==> src/rtl/mbx_irq_pkg.sv <==
package mbx_irq_pkg;
   localparam int SRC_N = 5;
   typedef enum int unsigned {
      SRC_MAIL_IN    = 0,
      SRC_OUT_UNREAD = 1,
      SRC_GRANT      = 2,
      SRC_LOST       = 3,
      SRC_DOWN       = 4
   } src_e;
   typedef logic [SRC_N-1:0] src_vec_t;
endpackage

==> src/rtl/mbx_slot.sv <==
module mbx_slot #(
   parameter int DATA_W = 8
) (
   input  logic              clk,
   input  logic              rst_n,
   input  logic              wr_stb,
   input  logic [DATA_W-1:0] wr_data,
   input  logic              rd_stb,
   output logic [DATA_W-1:0] data_o,
   output logic              full_o
);
   logic [DATA_W-1:0] word_q;
   logic              full_q;

   always_ff @(posedge clk or negedge rst_n) begin
      if (!rst_n) begin
         word_q <= '0;
         full_q <= 1'b0;
      end else if (wr_stb) begin
         word_q <= wr_data;
         full_q <= 1'b1;
      end else if (rd_stb) begin
         full_q <= 1'b0;
      end
   end

   assign data_o = word_q;
   assign full_o = full_q;

   p_fill_r2: assert property (@(posedge clk) disable iff (!rst_n)
      wr_stb |=> (full_o && data_o == $past(wr_data)));
   p_drain_r3: assert property (@(posedge clk) disable iff (!rst_n)
      (rd_stb && !wr_stb) |=> !full_o);
   p_keep_r9: assert property (@(posedge clk) disable iff (!rst_n)
      (!wr_stb) |=> $stable(data_o));
endmodule

==> src/rtl/evt_sticky.sv <==
module evt_sticky (
   input  logic clk,
   input  logic rst_n,
   input  logic set_i,
   input  logic clr_i,
   output logic q_o
);
   always_ff @(posedge clk or negedge rst_n) begin
      if (!rst_n)     q_o <= 1'b0;
      else if (set_i) q_o <= 1'b1;
      else if (clr_i) q_o <= 1'b0;
   end

   p_set_wins_r6: assert property (@(posedge clk) disable iff (!rst_n)
      set_i |=> q_o);
   p_hold_r6: assert property (@(posedge clk) disable iff (!rst_n)
      (q_o && !clr_i) |=> q_o);
endmodule

==> src/rtl/irq_merge.sv <==
module irq_merge import mbx_irq_pkg::*; (
   input  logic     clk,
   input  logic     rst_n,
   input  src_vec_t stat_i,
   input  src_vec_t en_i,
   output logic     irq_n_o
);
   logic any_live;
   assign any_live = |(stat_i & en_i);

   always_ff @(posedge clk or negedge rst_n) begin
      if (!rst_n) irq_n_o <= 1'b1;
      else        irq_n_o <= ~any_live;
   end

   p_irq_low_r8: assert property (@(posedge clk) disable iff (!rst_n)
      any_live |=> !irq_n_o);
   p_irq_high_r8: assert property (@(posedge clk) disable iff (!rst_n)
      (stat_i == '0) |=> irq_n_o);
endmodule

==> src/rtl/mbx_irq_ctrl.sv <==
module mbx_irq_ctrl import mbx_irq_pkg::*; #(
   parameter int DATA_W  = 8,
   parameter int DN_SYNC = 2
) (
   input  logic                  clk,
   input  logic                  rst_n,
   input  logic [2*DATA_W-1:0]   wdata_i,
   input  logic [1:0]            wstb_i,
   input  logic [1:0]            rstb_i,
   output logic [2*DATA_W-1:0]   rdata_o,
   output logic [2*SRC_N-1:0]    status_o,
   input  logic [2*SRC_N-1:0]    clr_i,
   input  logic [2*SRC_N-1:0]    en_i,
   input  logic [1:0]            grant_i,
   input  logic [1:0]            lost_i,
   input  logic                  dn_irq_i,
   output logic [1:0]            irq_n_o
);
   localparam int MASTERS = 2;

   if (DATA_W < 1) begin : g_bad_width
      $error("mbx_irq_ctrl: DATA_W must be at least 1");
   end
   if (DN_SYNC < 0 || DN_SYNC > 4) begin : g_bad_sync
      $error("mbx_irq_ctrl: DN_SYNC must lie in 0..4");
   end

   // Downstream level: plain wire or a short synchronizer chain
   logic dn_lvl;
   if (DN_SYNC == 0) begin : g_dn_direct
      assign dn_lvl = dn_irq_i;
   end else begin : g_dn_sync
      logic [DN_SYNC-1:0] chain_q;
      always_ff @(posedge clk or negedge rst_n) begin
         if (!rst_n) chain_q <= '0;
         else if (DN_SYNC == 1) chain_q <= dn_irq_i;
         else chain_q <= {chain_q[DN_SYNC-2:0], dn_irq_i};
      end
      assign dn_lvl = chain_q[DN_SYNC-1];
   end

   // Slot j carries mail written by master j toward master 1-j
   logic [DATA_W-1:0] slot_data [MASTERS];
   logic [MASTERS-1:0] slot_full;

   for (genvar j = 0; j < MASTERS; j++) begin : g_slot
      mbx_slot #(.DATA_W(DATA_W)) u_slot (
         .clk     (clk),
         .rst_n   (rst_n),
         .wr_stb  (wstb_i[j]),
         .wr_data (wdata_i[j*DATA_W +: DATA_W]),
         .rd_stb  (rstb_i[1-j]),
         .data_o  (slot_data[j]),
         .full_o  (slot_full[j])
      );
   end

   for (genvar i = 0; i < MASTERS; i++) begin : g_master
      logic     grant_q, lost_q;
      src_vec_t stat;

      evt_sticky u_grant (
         .clk   (clk),
         .rst_n (rst_n),
         .set_i (grant_i[i]),
         .clr_i (clr_i[i*SRC_N + SRC_GRANT]),
         .q_o   (grant_q)
      );
      evt_sticky u_lost (
         .clk   (clk),
         .rst_n (rst_n),
         .set_i (lost_i[i]),
         .clr_i (clr_i[i*SRC_N + SRC_LOST]),
         .q_o   (lost_q)
      );

      always_comb begin
         stat                 = '0;
         stat[SRC_MAIL_IN]    = slot_full[1-i];
         stat[SRC_OUT_UNREAD] = slot_full[i];
         stat[SRC_GRANT]      = grant_q;
         stat[SRC_LOST]       = lost_q;
         stat[SRC_DOWN]       = dn_lvl;
      end

      irq_merge u_irq (
         .clk     (clk),
         .rst_n   (rst_n),
         .stat_i  (stat),
         .en_i    (en_i[i*SRC_N +: SRC_N]),
         .irq_n_o (irq_n_o[i])
      );

      assign status_o[i*SRC_N +: SRC_N]  = stat;
      assign rdata_o[i*DATA_W +: DATA_W] = slot_data[1-i];
   end

   // Mail flags toward receiver and toward sender come from one slot flag
   p_pair_r2: assert property (@(posedge clk) disable iff (!rst_n)
      status_o[SRC_MAIL_IN] == status_o[SRC_N + SRC_OUT_UNREAD]);
   p_down_both_r7: assert property (@(posedge clk) disable iff (!rst_n)
      status_o[SRC_DOWN] == status_o[SRC_N + SRC_DOWN]);
   p_overwrite_r4: assert property (@(posedge clk) disable iff (!rst_n)
      (wstb_i[0] && status_o[SRC_N + SRC_MAIL_IN]) |=> status_o[SRC_N + SRC_MAIL_IN]);
endmodule

==> config.mk <==
export PLATFORM = sky130hd
export DESIGN_NAME = mbx_irq_ctrl
export DESIGN_NICKNAME = d
export VERILOG_FILES = /design/src/rtl/mbx_irq_pkg.sv /design/src/rtl/mbx_slot.sv /design/src/rtl/evt_sticky.sv /design/src/rtl/irq_merge.sv /design/src/rtl/mbx_irq_ctrl.sv
export SDC_FILE = /design/constraint.sdc
export NUM_CORES = 1
export LEC_CHECK = 0
export ABC_CLOCK_PERIOD_IN_PS = 1050
export BUFFER_PORTS_ARGS = -buffer_cell sky130_fd_sc_hd__buf_2
export CAP_MARGIN = 30
export CORE_ASPECT_RATIO = 1.75
export CORE_UTILIZATION = 42
export CTS_BUF_LIST = sky130_fd_sc_hd__clkbuf_8
export DETAILED_ROUTE_END_ITERATION = 6
export GPL_ROUTABILITY_DRIVEN = 0
export PLACE_DENSITY_LB_ADDON = 0.25
export SLEW_MARGIN = 5
export SYNTH_ARGS = -nofsm -noshare
export SYNTH_HDL_FRONTEND = slang
export SYNTH_HIERARCHICAL = 1
export SYNTH_SLANG_ARGS = --single-unit
==> constraint.sdc <==
create_clock -name clk -period 1.05 [get_ports clk]
set_input_delay 0.21 -clock clk [delete_from_list [all_inputs] [get_ports clk]]
set_output_delay 0.21 -clock clk [all_outputs]
set_load 0.02 [all_outputs]
=== Yosys cells after proc, flatten, opt, wreduce, memory -nomap -nowiden ===
Cells that the tools add are included.

* Bits in registers: 26
* Input port bits: 47
* Output and inout bits: 28

* Multiplexer cells: 12
* Reductions and logical operators: 8
* Bitwise operators: 4

{| class="wikitable"
|+ Operators with widths
! kind !! number
|-
| $mux W1 || 12
|-
| $reduce_bool A2 Y1 || 6
|-
| $and A5 B5 Y5 || 2
|-
| $reduce_or A5 Y1 || 2
|-
| $not A1 Y1 || 2
|}

=== Depth between registers and ports, before layout ===
Gate-level depths: netlist of the first run.

* Depth in word-level cells: 3
* Depth in mapped cells: 2

=== Cells and area by module ===
Netlist of the first run, hierarchy kept.

{| class="wikitable"
|+ By module, submodules not included
! module !! times used !! area each (um^2) !! cells each !! sequential area each (um^2)
|-
| mbx_slot || 2 || 369.1 || 20 || 225.2
|-
| evt_sticky || 4 || 36.3 || 3 || 25.0
|-
| mbx_irq_ctrl || 1 || 110.1 || 10 || 50.0
|-
| irq_merge || 2 || 50.0 || 5 || 26.3
|}

=== Worst setup path after synthesis of the first run ===
OpenSTA, ideal clock, no wires.

* Path type: register to register
* From: reg g_slot[1].u_slot.full_q
* To: reg g_master[0].u_irq.irq_n_o
* Stages on the path, launching flop included: 3
* Data arrival time: 0.874 ns
* Setup slack: 0.114 ns
* Clock period less this slack: 0.936 ns
* Path through: dfrtp_1 -> a222oi_1 -> and3_1

* Longest elaborated chain between the ends: 3

{| class="wikitable"
|+ RTL lines
! element !! RTL line !! RTL
|-
| from (decl) || mbx_slot.sv:13 || <nowiki>logic full_q;</nowiki>
|-
| from (signal assigned) || mbx_slot.sv:18 || <nowiki>full_q <= 1'b0;</nowiki>
|-
| from (signal assigned) || mbx_slot.sv:21 || <nowiki>full_q <= 1'b1;</nowiki>
|-
| from (signal assigned) || mbx_slot.sv:23 || <nowiki>full_q <= 1'b0;</nowiki>
|-
| $and A5 B5 Y5 || irq_merge.sv:9 || <nowiki>assign any_live = |(stat_i & en_i);</nowiki>
|-
| $reduce_or A5 Y1 || irq_merge.sv:9 ||
|-
| $not A1 Y1 || irq_merge.sv:13 || <nowiki>else irq_n_o <= ~any_live;</nowiki>
|-
| to (signal assigned) || irq_merge.sv:13 ||
|-
| to (decl) || irq_merge.sv:6 || <nowiki>output logic irq_n_o</nowiki>
|}

Every way passes these cells.
A chain may end at the register's enable or synchronous reset.

=== Worst setup path after layout of the first run ===
* From: reg g_master[0].u_irq.irq_n_o
* To: out irq_n_o[0]

{| class="wikitable"
|+ RTL lines
! element !! RTL line !! RTL
|-
| to (decl) || mbx_irq_ctrl.sv:17 || <nowiki>output logic [1:0] irq_n_o</nowiki>
|}

No word-level cell between the ends.

==> results of run 1 <==
-- metrics by stage --
step	utilization, %	worst slack, ns	hold WS, ns	cell area (µm²)
2_1_floorplan	-	0.1137	-0.08559	1094
3_3_place_gp	56.43	0.01120	0.09960	1406
3_5_place_dp	56.43	-0.02098	0.1052	1406
4_1_cts	60.99	-0.06900	0.04922	1520
5_1_grt	64.21	-0.09863	0.04765	1600
6_report	64.21	-0.05922	0.05581	1600
-- cells in the final DEF (no fill, tap or decap), drive strengths merged --
cell,synthesis,routed
buf,10,76
dfrtp,24,24
mux2,16,16
inv,6,6
a21o,6,6
clkbuf,0,4
nand2,4,4
a222oi,2,2
and3,2,2
dfstp,2,2
dlygate4sd3,0,1
-- kinds of logic (layout without fill, tap and decap cells) --
kind of cell    after synthesis  count (layout)  synth area share, %
compound gates                8               8                6.179
buf+inv                      16              87                9.611
simple gates                  6               6                2.517
mux                          16              16                21.97
flops                        26              26                59.73
-- area by class of cell --
cell class / count / area share [%]
tap: 26 / 2.033
sequential: 26 / 40.81
multi-input combinational: 30 / 20.95
inverter: 6 / 1.407
clock buffer: 4 / 3.440
timing repair buffer: 77 / 31.35
-- repair_timing --
item,4_1_cts,5_1_grt
setup buffers,1,4
resized for setup,13,16
pin swaps,2,3
setup endpoints to repair,9,18
endpoints found under the hold margin,9,0
hold buffers,1,0
-- worst min path at each step --
stage / startpoint / end / slack [ns] / cells past startpoint
finish: dn_irq_i / g_dn_sync.chain_q[0] / 0.06 / 1
global route: dn_irq_i / g_dn_sync.chain_q[0] / 0.05 / 1
CTS: dn_irq_i / g_dn_sync.chain_q[0] / 0.05 / 1
detailed placement: rst_n / g_master[1].u_grant/q_o / 0.11 / 1
global placement: rst_n / g_master[1].u_grant/q_o / 0.1 / 1
floorplan: rst_n / g_dn_sync.chain_q[0] / -0.09 / 0
-- registers in the layout (all words and copies together), names as in the netlist --
| register | cells |
|---|---|
| g_slot.u_slot/data_o | 16 |
| g_master.u_irq/irq_n_o | 2 |
| g_master.u_lost/q_o | 2 |
| g_master.u_grant/q_o | 2 |
| g_dn_sync.chain_q | 2 |
| g_slot.u_slot/full_o | 2 |
-- worst reg2reg max path: cells and delay by family (launching register included) --
family           cells  cell delay [ns]
AO/OA/AOI/OAI        1             0.38
flip-flops           1             0.41
AND/OR/NAND/NOR      1             0.22
-- routing by layer --
metal  global-route usage [%]  vias to the layer above  part of all wire (%)
met5                        0                        -                     0
met4                    6.667                        0                   1.2
met3                    1.923                        2                   7.3
met2                    26.10                       45                    57
met1                    16.38                      386                    34
li1                         -                      379                     -
-- where the power goes --
part | total (µW) | leakage, µW | switching [µW] | internal [µW]
registers | 1150 | 0.000296 | 55.9 | 1090
logic | 546 | 0.000563 | 244 | 301
clock network | 604 | 0.0000288 | 270 | 334
==> results.json, run 1 <==
{
  "crit_path_start_kind": "register",
  "max-vdd-ir-drop_uv": 1082,
  "syn_avg_cell_area_um2": 15.19,
  "critPathArrivalTime_ns": 0.90,
  "leakage_uw": 0.0008874,
  "synthesized_instance_count": 72,
  "post_drt_wl_per_cell_um": 12.53,
  "number_of_antenna_violations_at_the_first_check_in_global_routing": 0,
  "setup_failing_eps_final": 7,
  "multi_input_area_um2": 335.3,
  "fill_cells": 197,
  "crit_path_start": "g_master[0].u_irq/irq_n_o",
  "min_period_over_period_pct": 105.6,
  "reg2reg_depth": 2,
  "timing.final.crit_period_ns": 1.109,
  "clk_latency_ns": 0.26,
  "cts_tree": "yes",
  "grtUsageTotal_pct": 15.00,
  "post-synth-top-area-fraction_pct": 54.92,
  "ys_types": 11,
  "cpLargestDelayFamily": "flip-flops",
  "yosys.cell_count.top_type": "sky130_fd_sc_hd__dfrtp_1",
  "finalMaxSlewViolations": 0,
  "pin_count_of_the_biggest_net_entering_global_routing": 15,
  "ys_seq_elements": 26,
  "dominantRegCellSynth": "sky130_fd_sc_hd__dfrtp_1",
  "chipHeight_um": 69.50,
  "failed_checks": "negative setup slack",
  "sequential_cell_area_um2": 653.1,
  "postSynth.asyncResetShare_pct": 100.0,
  "cell_at_the_slowest_stage_of_the_critical_path": "sky130_fd_sc_hd__dfstp_2",
  "worst_r2r_endpoint": "g_master[0].u_irq/irq_n_o",
  "grt_remaining_overflow": 0,
  "r2r_setup_slack_ns": -0.02,
  "cts_made_buffers": 3,
  "max_cap_violations": 0,
  "p_per_area_mw_per_mm2": 1435,
  "run_status": "complete, but fails checks",
  "final_hold_viol_count": 0,
  "setup_slack_ns": -0.05922,
  "critical_path.reg2reg.startpoint": "g_master[0].u_lost/q_o",
  "critPathCapture": "irq_n_o[0]",
  "clock_tree.buffer_depth": 2,
  "count_of_flip_flops_with_a_built_in_enable_after_synthesis": 0,
  "mappedNetlistArea_mm2": 0.001094,
  "pin_slew_with_the_least_headroom_to_its_limit_ns": 0.3500,
  "worstSetupEndpointType": "output port",
  "placedCellCount": 159,
  "timing.hold.worst.class": "primary input to register",
  "die_x_um": 40.57,
  "fin_cells": 169,
  "synth-seq-area-share_pct": 59.73,
  "detailedPlacementHpwl_mm": 1.527,
  "count_of_antenna_diodes_in_the_layout": 0,
  "buffer_ports.inserted": 68,
  "cts-root-buf": "sky130_fd_sc_hd__clkbuf_8",
  "clkSinkCount": 26,
  "wire_length_of_the_first_global_routing_pass_mm": 2.994,
  "synth_area_leader_cell": "sky130_fd_sc_hd__dfrtp_1",
  "routed_via_density": 4.805,
  "slew_headroom_pct": 76.67,
  "critical_path_required_ns": 0.84,
  "synth.yosys.warnings": 6,
  "ioPinCount": 75,
  "initial_core_utilization_pct": 43.88,
  "clock_tree.htree_level_count": 1,
  "vias_in_the_first_global_route": 744,
  "synth_top_cells_by_area": "sky130_fd_sc_hd__dfrtp_1 55%, sky130_fd_sc_hd__mux2_4 22%, sky130_fd_sc_hd__buf_4 5.5%",
  "detail-route-antenna-nets": 0,
  "cp_max_fanout": 1,
  "drt_pre_antenna_iters": 4,
  "drive_above_1_share_pct": 69.93,
  "grt_setup_unrepaired": "true",
  "timing.critical_path.cells": "buf_6",
  "totalNegativeSetupSlack_ns": -0.2528,
  "layout-area-overhead-vs-synth_pct": 46.34,
  "slowest_delay_ns": 0.54,
  "detail_route.iter0.violations": 10,
  "die_area_mm2": 0.002820,
  "yosys-top-cells-count": "24 x sky130_fd_sc_hd__dfrtp_1, 16 x sky130_fd_sc_hd__mux2_4, 8 x sky130_fd_sc_hd__buf_4",
  "core_region_area_mm2": 0.002492,
  "critical_path_depth": 1,
  "power_uw": 2297,
  "timing.fmax_mhz": 901.5,
  "worst-setup-path-type": "register to output port",
  "worst_setup_hold_path_clk_slew_ns": 0.08,
  "worst-path-buf-inv": 1,
  "mappedNetlistNets": 119,
  "final_net_count": 191,
  "route.vias.total": 812,
  "setup_skew_ns": 0.002489,
  "drc_errors": 0,
  "wl_mm": 2.117,
  "number_of_rows_in_the_core_area": 24
}
(Power assumes the default switching activity.)
==> run 2, diff against run 1 <==
--- a/config.mk
+++ b/config.mk
@@ -5,13 +5,13 @@
 export SDC_FILE = /design/constraint.sdc
 export NUM_CORES = 1
 export LEC_CHECK = 0
+export ABC_AREA = 1
 export ABC_CLOCK_PERIOD_IN_PS = 1050
-export BUFFER_PORTS_ARGS = -buffer_cell sky130_fd_sc_hd__buf_2
 export CAP_MARGIN = 30
-export CORE_ASPECT_RATIO = 1.75
-export CORE_UTILIZATION = 42
+export CORE_UTILIZATION = 51
 export CTS_BUF_LIST = sky130_fd_sc_hd__clkbuf_8
 export DETAILED_ROUTE_END_ITERATION = 6
+export DONT_BUFFER_PORTS = 1
 export GPL_ROUTABILITY_DRIVEN = 0
 export PLACE_DENSITY_LB_ADDON = 0.25
 export SLEW_MARGIN = 5
==> run 2 against run 1 <==
The run still ends with negative setup slack left; sequential share of layout area is 15 points higher; core utilization is 5.0 points lower; setup slack better by 0.055 ns; total power is 12% lower; critical endpoint is now irq_n_o[1]; global-route usage is 0.26 points lower; routed wire length is 18% lower; non-clock buffer count is 70 lower; design area is 27% lower; synthesized cell count is 72% higher; fmax is 5.2% higher; largest power group unchanged; clock power is 2% higher; combinational power is 67% lower.
==> results.json, run 2 <==
{
  "final_net_count": 173,
  "chipHeight_um": 47.77,
  "finalMaxSlewViolations": 0,
  "cts_tree": "yes",
  "pin_slew_with_the_least_headroom_to_its_limit_ns": 0.2477,
  "route.vias.total": 719,
  "failed_checks": "negative setup slack",
  "yosys.cell_count.top_type": "sky130_fd_sc_hd__nand2_1",
  "leakage_uw": 0.0006515,
  "clock_tree.buffer_depth": 2,
  "yosys-top-cells-count": "72 x sky130_fd_sc_hd__nand2_1, 24 x sky130_fd_sc_hd__dfrtp_1, 10 x sky130_fd_sc_hd__inv_1",
  "worst-setup-path-type": "register to output port",
  "cts-root-buf": "sky130_fd_sc_hd__clkbuf_8",
  "final_hold_viol_count": 0,
  "min_period_over_period_pct": 100.4,
  "busiest_layer": "met2",
  "timing.fmax_mhz": 948.6,
  "power.net_switching_uw": 531.9,
  "number_of_antenna_violations_at_the_first_check_in_global_routing": 0,
  "buffer_ports.inserted": 0,
  "layout-area-overhead-vs-synth_pct": 8.782,
  "totalNegativeSetupSlack_ns": -0.007249,
  "synth_fa_ha_area_share_pct": 0,
  "setup_slack_ns": -0.004157,
  "slew_headroom_pct": 83.48,
  "grtUsageMet1_pct": 18.67,
  "critical_path.reg2reg.startpoint": "g_slot[1].u_slot/full_o",
  "clkSinkCount": 26,
  "drive_above_1_share_pct": 11.20,
  "synth.yosys.warnings": 6,
  "pre_cts_slack_ns": 0.1660,
  "die_x_um": 47.77,
  "yosys.area_share.xor_xnor_pct": 0,
  "wl_mm": 1.730,
  "detail-route-antenna-nets": 0,
  "timing.final.crit_period_ns": 1.054,
  "post_drt_wl_per_cell_um": 11.38,
  "p_per_area_mw_per_mm2": 1746,
  "post-synth-top-area-fraction_pct": 56.21,
  "synth-compound-area-share_pct": 0,
  "synth_area_leader_cell": "sky130_fd_sc_hd__dfrtp_1",
  "postSynth.asyncResetShare_pct": 100.0,
  "clock_power_share_pct": 30.3,
  "critical_path_required_ns": 0.84,
  "initial_core_utilization_pct": 54.46,
  "worst_setup_hold_path_clk_slew_ns": 0.08,
  "count_of_flip_flops_with_a_built_in_enable_after_synthesis": 0,
  "number_of_rows_in_the_core_area": 16,
  "muxShareOfSynthArea_pct": 0,
  "mappedNetlistArea_mm2": 0.001069,
  "dominantRegCellSynth": "sky130_fd_sc_hd__dfrtp_1",
  "ys_types": 9,
  "routed_via_density": 4.730,
  "power.share.switching_pct": 26.21,
  "combinational_group_share_of_total_power_pct": 8.9,
  "combinational_family_with_the_most_area_after_synthesis": "simple AND/OR/NAND/NOR gates",
  "synth-seq-area-share_pct": 61.12,
  "synth_top_cells_by_area": "sky130_fd_sc_hd__dfrtp_1 56%, sky130_fd_sc_hd__nand2_1 25%, sky130_fd_sc_hd__buf_4 5.6%",
  "die_area_mm2": 0.002282,
  "drt_pre_antenna_iters": 4,
  "core_region_area_mm2": 0.001962,
  "crit_path_start": "g_master[1].u_irq/irq_n_o",
  "ys_seq_elements": 26,
  "register_share_of_total_power_pct": 60.8,
  "mappedNetlistNets": 171,
  "worstHoldStart": "lost_i[1]",
  "grtUsageTotal_pct": 14.74,
  "global_route.usage.met3_pct": 4.151,
  "detailedPlacementHpwl_mm": 1.279,
  "vias_in_the_first_global_route": 564,
  "layout_commonest_cell": "sky130_fd_sc_hd__nand2_1",
  "synth-simple-area-share_pct": 26.93,
  "mostFrequentLayoutCells": "72 x sky130_fd_sc_hd__nand2_1, 23 x sky130_fd_sc_hd__dfrtp_1, 10 x sky130_fd_sc_hd__inv_1, 4 x sky130_fd_sc_hd__clkbuf_8",
  "cts_made_buffers": 3,
  "cp_max_fanout": 1,
  "clk_latency_ns": 0.26,
  "pin_count_of_the_biggest_net_entering_global_routing": 27,
  "largest_register_ffs": 16,
  "ioPinCount": 75,
  "max-vdd-ir-drop_uv": 1001,
  "detail_route.iter0.violations": 8,
  "wire_length_of_the_first_global_routing_pass_mm": 2.283,
  "crit_path_start_kind": "register",
  "grt_remaining_overflow": 0,
  "power_report.internal_total_uw": 1497,
  "run_status": "complete, but fails checks",
  "worstSetupEndpointType": "output port",
  "syn_avg_cell_area_um2": 8.617,
  "clock_tree.htree_level_count": 1,
  "fill_cells": 192,
  "max_cap_violations": 0,
  "count_of_antenna_diodes_in_the_layout": 0,
  "setup_failing_eps_final": 2,
  "critPathArrivalTime_ns": 0.84,
  "timing.hold.worst.class": "primary input to register",
  "grt_setup_unrepaired": "true",
  "setup_skew_ns": 0.0002943,
  "grt_util_met2_pct": 23.24,
  "drc_errors": 0,
  "synthesized_instance_count": 124
}
[run 2: cell families (layout without fill, tap and decap cells)]
kind of cell,after synthesis,count (layout)
simple gates,76,76
flops,26,26
buf+inv,22,23
[run 2: path summary, 6_finish.rpt]
kind / endpoint / slack, ns / cells past startpoint
max: irq_n_o[1] / -0.004 / 0
min: g_master[1].u_lost/q_o / 0.04 / 2
max reg2reg: g_master[1].u_irq/irq_n_o / 0.21 / 4
min reg2reg: g_dn_sync.chain_q[1] / 0.36 / 0
max in group asynchronous: g_master[1].u_irq/irq_n_o / 0.45 / 2
min in group asynchronous: g_master[0].u_lost/q_o / 0.38 / 2
[run 2: metal layers]
| layer | up-vias | routed length (µm) |
|---|---|---|
| met3 | 2 | 121 |
| met1 | 324 | 724 |
| met2 | 36 | 873 |
| met5 | - | 0 |
| li1 | 357 | - |
| met4 | 0 | 11 |
[run 2: power by group through the flow]
| stage | logic, µW | clock network (µW) | registers (µW) |
|---|---|---|---|
| 2_1_floorplan | 160 | 0 | 1230 |
| 5_1_grt | 214 | 666 | 1250 |
| 6_report | 180 | 614 | 1230 |
| 3_3_place_gp | 131 | 0 | 1260 |
| 3_5_place_dp | 138 | 0 | 1260 |
| 4_1_cts | 183 | 641 | 1240 |
[run 2: final cells by class]
cell class	instances	area (µm²)	area share, %
flip-flops and latches	26	654.4	56.30
multi-input cells	76	287.8	24.76
repair buffers	7	86.33	7.427
clock buffers	4	55.05	4.736
inverters	12	45.04	3.875
well taps	27	33.78	2.906
[run 2: through the flow]
step	cells	power (µW)	hold slack [ns]	utilization (%)	area (µm²)
final	152	2029	0.04281	59.25	1162
after global routing	152	2129	0.03555	59.25	1162
after CTS	152	2060	0.03691	59.06	1159
after detailed placement	143	1395	-0.08513	53.38	1047
after global placement	143	1387	-0.08511	53.38	1047
after floorplan	124	1390	-0.08559	-	1069
[run 2: repair_timing]
item	in CTS	in global routing
setup buffers	2	0
gates resized for setup	1	1
hold buffers	3	0
endpoints found under the setup margin	8	6
hold endpoints to repair	27	0
==> run 3, diff against run 2 <==
--- a/config.mk
+++ b/config.mk
@@ -8,12 +8,14 @@
 export ABC_AREA = 1
 export ABC_CLOCK_PERIOD_IN_PS = 1050
 export CAP_MARGIN = 30
+export CORE_MARGIN = 3
 export CORE_UTILIZATION = 51
 export CTS_BUF_LIST = sky130_fd_sc_hd__clkbuf_8
 export DETAILED_ROUTE_END_ITERATION = 6
 export DONT_BUFFER_PORTS = 1
 export GPL_ROUTABILITY_DRIVEN = 0
 export PLACE_DENSITY_LB_ADDON = 0.25
+export SKIP_CTS_REPAIR_TIMING = 1
 export SLEW_MARGIN = 5
 export SYNTH_ARGS = -nofsm -noshare
 export SYNTH_HDL_FRONTEND = slang
==> run 3 against run 2 <==
The flow still finishes with violations (negative setup slack); clock skew rose by 0.0013 ns; combinational power rose by 3%; fmax rose by 0.21%; critical path depth rose by 1; design area fell by 0.11%; sequential share of layout area rose by 0.28 points; core utilization rose by 3.2 points; final cell count fell by 1.3%; die area rose by 17%; non-clock buffer count did not move; worst hold slack improved by 0.0033 ns; critical path type unchanged.
==> results.json, run 3 (same netlist as run 2, synthesis figures left out) <==
{
  "min_period_over_period_pct": 100.2,
  "vias_in_the_first_global_route": 714,
  "pin_slew_with_the_least_headroom_to_its_limit_ns": 0.2498,
  "cts_tree": "yes",
  "mostFrequentLayoutCells": "72 x sky130_fd_sc_hd__nand2_1, 21 x sky130_fd_sc_hd__dfrtp_1, 11 x sky130_fd_sc_hd__inv_1",
  "drive_above_1_share_pct": 12.00,
  "buffer_ports.inserted": 0,
  "worst-path-buf-inv": 1,
  "die_area_mm2": 0.002680,
  "setup_failing_eps_final": 3,
  "chipHeight_um": 51.77,
  "wire_length_of_the_first_global_routing_pass_mm": 2.946,
  "final_hold_viol_count": 0,
  "detailedPlacementHpwl_mm": 1.481,
  "run_status": "complete, but fails checks",
  "layout_commonest_cell": "sky130_fd_sc_hd__nand2_1",
  "leakage_uw": 0.0006518,
  "number_of_antenna_violations_at_the_first_check_in_global_routing": 0,
  "fill_cells": 184,
  "count_of_antenna_diodes_in_the_layout": 0,
  "hold_ws_ns": 0.04614,
  "finalMaxSlewViolations": 0,
  "grtUsageTotal_pct": 14.60,
  "detail-route-antenna-nets": 0,
  "timing.final.crit_period_ns": 1.052,
  "ioPinCount": 75,
  "timing.hold.worst.class": "primary input to register",
  "final_net_count": 173,
  "cpLargestDelayFamily": "flip-flops",
  "worstSetupEndpointType": "output port",
  "cp_max_fanout": 3,
  "layout-area-overhead-vs-synth_pct": 8.665,
  "failed_checks": "negative setup slack",
  "worst-setup-path-type": "register to output port",
  "grt_remaining_overflow": 0,
  "setup_slack_ns": -0.001941,
  "core_region_area_mm2": 0.001858,
  "slew_headroom_pct": 83.35,
  "cts_made_buffers": 3,
  "timing.fmax_mhz": 950.6,
  "clk_latency_ns": 0.26,
  "p_per_area_mw_per_mm2": 1689,
  "max_cap_violations": 0,
  "clock_tree.htree_level_count": 1,
  "worst_setup_hold_path_clk_slew_ns": 0.08,
  "critical_path_required_ns": 0.84,
  "timing.critical_path.cells": "buf_12",
  "largest_register_ffs": 16,
  "totalNegativeSetupSlack_ns": -0.005450,
  "detail_route.iter0.violations": 3,
  "pin_count_of_the_biggest_net_entering_global_routing": 27,
  "crit_path_start_kind": "register",
  "setup_skew_ns": 0.001580,
  "wl_mm": 1.886,
  "slowest_delay_ns": 0.44,
  "cell_at_the_slowest_stage_of_the_critical_path": "sky130_fd_sc_hd__dfrtp_2",
  "initial_core_utilization_pct": 57.51,
  "cts-root-buf": "sky130_fd_sc_hd__clkbuf_8",
  "max-vdd-ir-drop_uv": 1194,
  "critPathArrivalTime_ns": 0.84,
  "drc_errors": 0,
  "die_x_um": 51.77,
  "route.vias.total": 739,
  "clock_tree.buffer_depth": 2,
  "number_of_rows_in_the_core_area": 15,
  "grt_setup_unrepaired": "true",
  "routed_via_density": 4.927,
  "post_drt_wl_per_cell_um": 12.57,
  "drt_pre_antenna_iters": 4,
  "clkSinkCount": 26
}
[run 3: cell count changes in the layout (fill, tap and decap cells not counted), sizes merged]
cell,previous run,this run
inv,12,13
clkbuf,4,3
[run 3: power breakdown]
group / internal, µW / total (µW) / switching, µW
logic: 83.6 / 186 / 102
clock network: 260 / 535 / 274
registers: 1090 / 1240 / 154
[run 3: area by class of cell]
cell class | count | area, µm² | area share [%]
flip-flops and latches | 26 | 656.9 | 56.57
multi-input cells | 76 | 287.8 | 24.78
repair buffers | 7 | 95.09 | 8.190
inverters | 12 | 45.04 | 3.879
clock buffers | 3 | 41.29 | 3.556
well taps | 25 | 31.28 | 2.694
clock inverters | 1 | 3.754 | 0.3233
[run 3: through the flow]
| step | cell area [µm²] | total power, µW | setup WS, ns | util, % | instances |
|---|---|---|---|---|---|
| floorplan | 1069 | 1390 | 0.1773 | - | 124 |
| global placement | 1057 | 1397 | 0.1944 | 56.90 | 141 |
| detailed placement | 1057 | 1409 | 0.1743 | 56.90 | 141 |
| CTS | 1102 | 1950 | -0.03652 | 59.33 | 145 |
| global route | 1161 | 2065 | -0.03730 | 62.49 | 150 |
| finish | 1161 | 1961 | -0.001941 | 62.49 | 150 |
[run 3: final timing paths]
check | start | to | slack [ns] | cells after the start
min in group asynchronous | rst_n | g_slot[0].u_slot/data_o[5] | 0.38 | 2
setup reg to reg | g_slot[1].u_slot/full_o | g_master[1].u_irq/irq_n_o | 0.20 | 4
setup / recovery | g_slot[0].u_slot/full_o | status_o[5] | -0.002 | 1
hold reg to reg | g_dn_sync.chain_q[0] | g_dn_sync.chain_q[1] | 0.36 | 0
hold / removal | grant_i[0] | g_master[0].u_grant/q_o | 0.05 | 2
max in group asynchronous | rst_n | g_master[0].u_irq/irq_n_o | 0.45 | 2
[run 3: routing by layer]
layer | up-vias | track usage, % | part of all wire, %
li1 | 355 | - | -
met2 | 43 | 26.69 | 50
met4 | 0 | 3.930 | 0.42
met1 | 339 | 16.20 | 40
met3 | 2 | 4.585 | 9.1
met5 | - | 0 | 0
